File: src/rtl/hc_pkg.sv
package hc_pkg;
    typedef enum logic [1:0] {
        ST_IDLE,
        ST_RUN,
        ST_WAIT,
        ST_KICK
    } hc_state_t;
endpackage

File: src/rtl/hc_clean_run.sv
module hc_clean_run #(
    parameter int RUN_LEN = 3
) (
    input  logic clk,
    input  logic rst_n,
    input  logic clr,
    input  logic hs_on,
    input  logic ilim,
    input  logic osc_tick,
    output logic run_done
);
    localparam int CLEAN_W = (RUN_LEN > 1) ? $clog2(RUN_LEN) : 1;
    localparam logic [CLEAN_W-1:0] LAST = CLEAN_W'(RUN_LEN - 1);

    logic               turned_on;
    logic               limited;
    logic [CLEAN_W-1:0] clean_cnt;
    logic               period_clean;

    // a period closes at the tick; an ilim on that tick belongs to it
    assign period_clean = osc_tick && turned_on && !limited && !ilim;
    assign run_done     = !clr && period_clean && (clean_cnt == LAST);

    always_ff @(posedge clk or negedge rst_n) begin
        if (!rst_n) begin
            turned_on <= 1'b0;
            limited   <= 1'b0;
            clean_cnt <= '0;
        end else if (clr) begin
            turned_on <= 1'b0;
            limited   <= 1'b0;
            clean_cnt <= '0;
        end else if (osc_tick) begin
            turned_on <= hs_on;
            limited   <= 1'b0;
            if (ilim) begin
                clean_cnt <= '0;
            end else if (period_clean) begin
                clean_cnt <= (clean_cnt == LAST) ? '0 : clean_cnt + 1'b1;
            end
        end else begin
            if (hs_on) begin
                turned_on <= 1'b1;
            end
            if (ilim) begin
                limited   <= 1'b1;
                clean_cnt <= '0;
            end
        end
    end
endmodule

File: src/rtl/hc_evt_cnt.sv
module hc_evt_cnt #(
    parameter int EVT_W = 3
) (
    input  logic clk,
    input  logic rst_n,
    input  logic clr,
    input  logic run_done,
    input  logic ilim,
    output logic trip
);
    localparam logic [EVT_W-1:0] TERM = {EVT_W{1'b1}};

    logic [EVT_W-1:0] evt_cnt;

    assign trip = !clr && ilim && (evt_cnt == TERM);

    always_ff @(posedge clk or negedge rst_n) begin
        if (!rst_n) begin
            evt_cnt <= '0;
        end else if (clr) begin
            evt_cnt <= '0;
        end else if (ilim) begin
            if (!trip) begin
                evt_cnt <= evt_cnt + 1'b1;
            end
        end else if (run_done) begin
            evt_cnt <= '0;
        end
    end
endmodule

File: src/rtl/hc_tmr.sv
module hc_tmr #(
    parameter int TIMEOUT = 1024
) (
    input  logic clk,
    input  logic rst_n,
    input  logic clr,
    input  logic osc_tick,
    output logic done
);
    localparam int TMR_W = (TIMEOUT > 1) ? $clog2(TIMEOUT) : 1;
    localparam logic [TMR_W-1:0] LAST = TMR_W'(TIMEOUT - 1);

    logic [TMR_W-1:0] tick_cnt;

    assign done = !clr && osc_tick && (tick_cnt == LAST);

    always_ff @(posedge clk or negedge rst_n) begin
        if (!rst_n) begin
            tick_cnt <= '0;
        end else if (clr) begin
            tick_cnt <= '0;
        end else if (osc_tick && !done) begin
            tick_cnt <= tick_cnt + 1'b1;
        end
    end
endmodule

File: src/rtl/hc_ctrl.sv
module hc_ctrl
    import hc_pkg::*;
#(
    parameter int EVT_W   = 3,
    parameter int RUN_LEN = 3,
    parameter int TIMEOUT = 1024
) (
    input  logic clk,
    input  logic rst_n,
    input  logic en,
    input  logic hs_on,
    input  logic ilim,
    input  logic osc_tick,
    output logic sw_off,
    output logic ss_dischg,
    output logic restart
);
    hc_state_t state;
    hc_state_t state_nx;
    logic      cnt_clr;
    logic      tmr_clr;
    logic      run_done;
    logic      trip;
    logic      tmo_done;

    assign cnt_clr = (state != ST_RUN);
    assign tmr_clr = (state != ST_WAIT);

    hc_clean_run #(.RUN_LEN(RUN_LEN)) u_run (
        .clk      (clk),
        .rst_n    (rst_n),
        .clr      (cnt_clr),
        .hs_on    (hs_on),
        .ilim     (ilim),
        .osc_tick (osc_tick),
        .run_done (run_done)
    );

    hc_evt_cnt #(.EVT_W(EVT_W)) u_evt (
        .clk      (clk),
        .rst_n    (rst_n),
        .clr      (cnt_clr),
        .run_done (run_done),
        .ilim     (ilim),
        .trip     (trip)
    );

    hc_tmr #(.TIMEOUT(TIMEOUT)) u_tmr (
        .clk      (clk),
        .rst_n    (rst_n),
        .clr      (tmr_clr),
        .osc_tick (osc_tick),
        .done     (tmo_done)
    );

    always_comb begin
        state_nx = state;
        unique case (state)
            ST_IDLE: if (en) state_nx = ST_RUN;
            ST_RUN:  if (!en) state_nx = ST_IDLE;
                     else if (trip) state_nx = ST_WAIT;
            ST_WAIT: if (!en) state_nx = ST_IDLE;
                     else if (tmo_done) state_nx = ST_KICK;
            ST_KICK: if (!en) state_nx = ST_IDLE;
                     else state_nx = ST_RUN;
            default: state_nx = ST_IDLE;
        endcase
    end

    always_ff @(posedge clk or negedge rst_n) begin
        if (!rst_n) begin
            state <= ST_IDLE;
        end else begin
            state <= state_nx;
        end
    end

    always_comb begin
        sw_off    = 1'b1;
        ss_dischg = 1'b0;
        restart   = 1'b0;
        unique case (state)
            ST_IDLE: sw_off = 1'b1;
            ST_RUN:  sw_off = 1'b0;
            ST_WAIT: ss_dischg = 1'b1;
            ST_KICK: restart = 1'b1;
            default: sw_off = 1'b1;
        endcase
    end
endmodule

File: config.mk
export PLATFORM = sky130hd
export DESIGN_NAME = hc_ctrl
export DESIGN_NICKNAME = d
export VERILOG_FILES = /design/src/rtl/hc_pkg.sv /design/src/rtl/hc_clean_run.sv /design/src/rtl/hc_evt_cnt.sv /design/src/rtl/hc_tmr.sv /design/src/rtl/hc_ctrl.sv
export SDC_FILE = /design/constraint.sdc
export NUM_CORES = 1
export LEC_CHECK = 0
export BUFFER_PORTS_ARGS = -buffer_cell sky130_fd_sc_hd__buf_2
export CAP_MARGIN = 40
export CORE_MARGIN = 1.5
export CORE_UTILIZATION = 40
export DETAILED_ROUTE_END_ITERATION = 8
export PLACE_DENSITY = 0.62
export SLEW_MARGIN = 20
export SYNTH_ARGS = -nofsm -noshare
export SYNTH_HDL_FRONTEND = slang
export SYNTH_SLANG_ARGS = --single-unit
File: constraint.sdc
create_clock -name clk -period 1.96 [get_ports clk]
set_input_delay 0.098 -clock clk [delete_from_list [all_inputs] [get_ports clk]]
set_output_delay 0.098 -clock clk [all_outputs]
set_load 0.05 [all_outputs]
[Word-level counts from Yosys, hierarchy flattened]
Index checks and enable logic that the tools add are counted.
Word-level totals
  register bits after elaboration: 19
  latch bits: 0
  RAM bits: 0
  memory bits (read-only): 0
  input port bits: 6
  output and inout port bits: 3
  logic and storage cells: 73
  memories kept: 0
Cells by class
  add/subtract/negate cells: 3
  multipliers: 0
  div/mod/pow operators: 0
  order comparisons: 0
  equality and inequality tests: 12
  shifts and indexed selects: 0
  muxes and demuxes: 28
  bitwise logic cells: 0
  reductions and logical operators: 24
Operator list (count)
  2-bit two-way mux: 11
  10-bit two-way mux: 2
  3-bit two-way mux: 4
  3-bit nonzero test: 4
  10-bit by 1-bit adder with 10-bit output, second input constant: 1
  10-bit == test, second input constant: 1
  1-bit logical AND: 10
  1-bit two-way mux: 10
  2-bit one-hot mux with 4 select lines: 1
  2-bit == test, second input constant: 3
  3-bit by 2-bit != test with 1-bit output, second input constant: 2
  1-bit logical NOT: 5
  2-bit != test, second input constant: 2
  2-bit AND reduction: 2
  3-bit by 1-bit adder with 3-bit output, second input constant: 1
  3-bit == test, second input constant: 1
  3-bit != test, second input constant: 1
  3-bit AND reduction: 1
  2-bit by 1-bit adder with 2-bit output, second input constant: 1
  2-bit by 1-bit == test with 1-bit output, second input constant: 1
  2-bit logical NOT: 1
  2-bit by 1-bit != test with 1-bit output, second input constant: 1
  2-bit nonzero test: 1

[Logic depth before layout (Yosys ltp)]
  word-level depth: 8
  mapped depth: 5

[Cells and area by module]
From an unflattened synthesis, not the netlist that was laid out.
Second synthesis, totals
  cell total of the unflattened synthesis: 108
  area, all modules: 1083.5 um2
By module, submodules not included
  hc_tmr: instances 1, cells an instance 64, area an instance 598.1 um2, seq. area each 250.2 um2
  hc_clean_run: instances 1, cells an instance 18, area an instance 195.2 um2, seq. area each 100.1 um2
  hc_evt_cnt: instances 1, cells an instance 17, area an instance 183.9 um2, seq. area each 75.1 um2
  hc_ctrl: instances 1, cells an instance 9, area an instance 106.4 um2, seq. area each 50.0 um2

[Least setup slack after synthesis]
No wires, ideal clock.
  kind: register to register
  start point: reg u_tmr.tick_cnt[0]
  end point: reg u_tmr.tick_cnt[7]
  arrival time: 1625 ps
  data required time: 1882 ps
  slack: 256 ps
  cell stages (with the launch flop): 6
  clock period less this slack: 1704 ps
  cell sequence: dfrtp_1 -> ha_1 -> and3_1 -> nor3b_1 -> or4_1 -> a21oi_1
Between the ends
  cells in the longest elaborated chain, start to end: 5
Ends and longest elaborated chain
  from (decl): line hc_tmr.sv:13  | logic [TMR_W-1:0] tick_cnt;
  from (signal assigned): line hc_tmr.sv:23  | tick_cnt <= tick_cnt + 1'b1;
  branches (longest 5 deep; another with 10-bit by 1-bit adder with 10-bit output)
Parallel ways; which one is timed is not known. The select of a mux whose other input is x is not followed.
A chain may end at the register's enable or synchronous reset.

[Final worst setup path]
Same ends and word-level chain as after synthesis.

==> impl_metrics.toml <==
[routing]
initialDrtViolationCount = 8
drc_errors = 0
dr.pass1.iters = 4
finalWirelength_um = 1800
routed_via_density = 5.51
ant_nets = 0
vias = 782
wl_per_cell_um = 12.7

[setup_path]
ff2ff_setup_slack_ns = 0.12
rr_startpoint = "u_tmr.tick_cnt[0]"
critPathKind = "reg -> reg"
cp.required_ns = 2.19
r2r_end = "u_tmr.tick_cnt[7]"
cp-end-kind = "register"
cp-endpoint = "u_tmr.tick_cnt[7]"
worstPathArrival_ns = 2.07
start_kind = "register"
critical_path.startpoint = "u_tmr.tick_cnt[0]"
crit_fanout = 7
r2r.worst_path.cells = 5

[yosys]
synth_edf_count = 0
ys_ff_latch = 19
syn-num-nets = 111
ys_warn_count = 0
synth_top_flop_cell = "dfrtp_1"
syn_avg_cell_area_um2 = 10.0
synth_area_um2 = 1020
async_reset_ff_share_pct = 100
ys_seq_area_share_pct = 46.5
postSynthCellCount = 102
netlist-cell-type-count = 39

[cells_and_area]
drive_gt1_share_pct = 17.0
finalNonFillerCells = 142
nets = 122
syn_to_final_growth_pct = 10.0
antenna_cells = 0

[floorplan]
std_cell_rows = 18
coreArea_um2 = 2450
die_y_um = 53.6
initial_core_util_pct = 41.6
num_io_pins = 9
fp.dieW_um = 53.6
die_area_um2 = 2870

[sta]
finalSetupTns_ns = 0
fin_crit_sh_pct = 94.1
rsz0062_at_grt = "no"
setup_viol = 0
timing_hold_violations_final = 0
skew_ns = 0.00102
hold_ws_ns = 0.0122
fmax_ghz = 0.542
layout_setup_ws_ns = 0.115
drv_slew = 0
min_period_ns = 1.84
slew_headroom_pct = 68.1
tightest_slew_ns = 0.479

[cts]
h-tree-depth = 1
numCtsBuffers = 3
cts_max_path_buffers = 2
clk-insertion-delay-late_ns = 0.30
cts_setup_buffers = 0
cts_root_buffer = "clkbuf_4"
cts_tree = "yes"
clk_pin_slew_worst_paths_ns = 0.11
cts.sinks = 19

[flow_run]
cap_violations = 0

[outcome]
status = "finished clean"

[pwr]
switchingPower_uw = 159
clkPwrFrac_pct = 30.4
leakagePower_nw = 0.491
power_density_nw_per_um2 = 582
swShare_pct = 24.3
cellInternalPower_uw = 496
comb_power_share_pct = 8.0
ir_drop_mv = 0.457
seqPwrFrac_pct = 61.7

[place]
port_buffers = 8
gp_congestion = 0.714
dp_hpwl_um = 1280
pre_cts_ws_ns = 0.145
dp_cells = 136

[grt]
grt_max_degree = 20
grt_util_all_layers_pct = 16.1
grt_first_pass_wirelength_um = 3250
antenna_found_initial = 0
grt.overflow.total = 0
grt_pass1_vias = 750

[min_path]
hold_class = "in -> reg"
Yosys cell counts, drive strengths merged, types with 2 or more instances:
cell type	number	area (um^2)
o21ai	3	15.0
and2	2	13.8
a22oi	3	22.5
mux2	2	22.5
or3	2	12.5
dfrtp	19	475
nand2	4	15.0
o31ai	2	28.8
a21oi	8	40.0
clkbuf	3	11.3
nor2	12	45.0
nor3b	2	15.0
a41oi	2	17.5
ha	3	37.5
nand3	3	27.5
nand2b	2	12.5
inv	5	18.8
nor3	7	35.0
final cells by class:
| type | instances | area (um^2) |
|---|---|---|
| sequential | 19 | 475 |
| clock inverter | 1 | 5.00 |
| fill | 227 | 1330 |
| clock buffer | 3 | 22.5 |
| timing repair buffer | 10 | 60.1 |
| tap | 30 | 37.5 |
| multi-input combinational | 74 | 505 |
| inverter | 5 | 18.8 |
kinds of logic (layout without fill, tap and decap cells):
family,after synthesis,in the layout,share of synthesized area (%)
fa+ha+maj,3,3,3.67
xor+xnor,2,2,1.71
simple gates,42,42,24.0
buf+inv,9,19,4.04
compound gates,24,24,16.9
flops,19,19,46.5
mux,3,3,3.18
power by group through the flow:
stage	Sequential, mW	Combinational [mW]	Clock (mW)
after floorplan	0.410	0.0346	0
after global placement	0.411	0.0489	0
after detailed placement	0.411	0.0501	0
after CTS	0.404	0.0534	0.209
after global routing	0.405	0.0593	0.225
final	0.404	0.0522	0.199
stage by stage:
step	utilization, %	power [mW]	cell area [um^2]
CTS	45.8	0.667	1120
floorplan	-	0.445	1020
detailed placement	43.9	0.462	1080
global route	45.8	0.689	1120
finish	45.8	0.655	1120
global placement	43.9	0.460	1080
routing by layer:
| layer | track usage (%) | vias to the layer above | routed length, um |
|---|---|---|---|
| met4 | 7.69 | 0 | 36 |
| met5 | 0 | - | 0 |
| met1 | 18.8 | 377 | 863 |
| met2 | 26.3 | 9 | 838 |
| met3 | 5.83 | 5 | 63 |
| li1 | - | 391 | - |
timing repair:
action                    CTS  global route
hold buffers                2             0
gates resized for setup     0             0
hold endpoints to repair   20             0
critical path, stage by stage, from the launching register on:
cell and delay, ns:
dfrtp_1 0.46, ha_1 0.31, and3_1 0.22, nor3b_1 0.16, or4_1 0.47, a21oi_1 0.14
worst min-delay path by stage:
stage / start / to / slack (ns) / depth (start not counted)
floorplan: rst_n / state[0] / -0.20 / 0
global placement: rst_n / u_run.clean_cnt[1] / 0.06 / 1
detailed placement: rst_n / u_run.clean_cnt[1] / 0.06 / 1
CTS: hs_on / u_run.turned_on / 0.007 / 3
global route: hs_on / u_run.turned_on / 0.03 / 3
finish: hs_on / u_run.turned_on / 0.01 / 3
cells in the final DEF (no fill, tap or decap), types with 2 or more instances in the layout:
master	netlist	final
inv_1	5	5
or3_1	2	2
a41oi_1	2	2
nor3b_1	2	2
nand3_1	2	2
nand2b_1	2	2
nor3_1	7	7
a22oi_1	3	3
dfrtp_1	19	19
mux2_2	2	2
o21ai_0	3	3
nand2_1	4	4
clkbuf_4	0	3
a21oi_1	8	8
nor2_1	12	12
ha_1	3	3
buf_2	0	8
dlygate4sd3_1	0	2
registers in the layout, indices dropped and copies added (netlist names):
register / cells
u_tmr.tick_cnt: 10
state: 2
u_run.turned_on: 1
u_evt.evt_cnt: 3
u_run.limited: 1
u_run.clean_cnt: 2
Power figures use the tool's default switching activity.
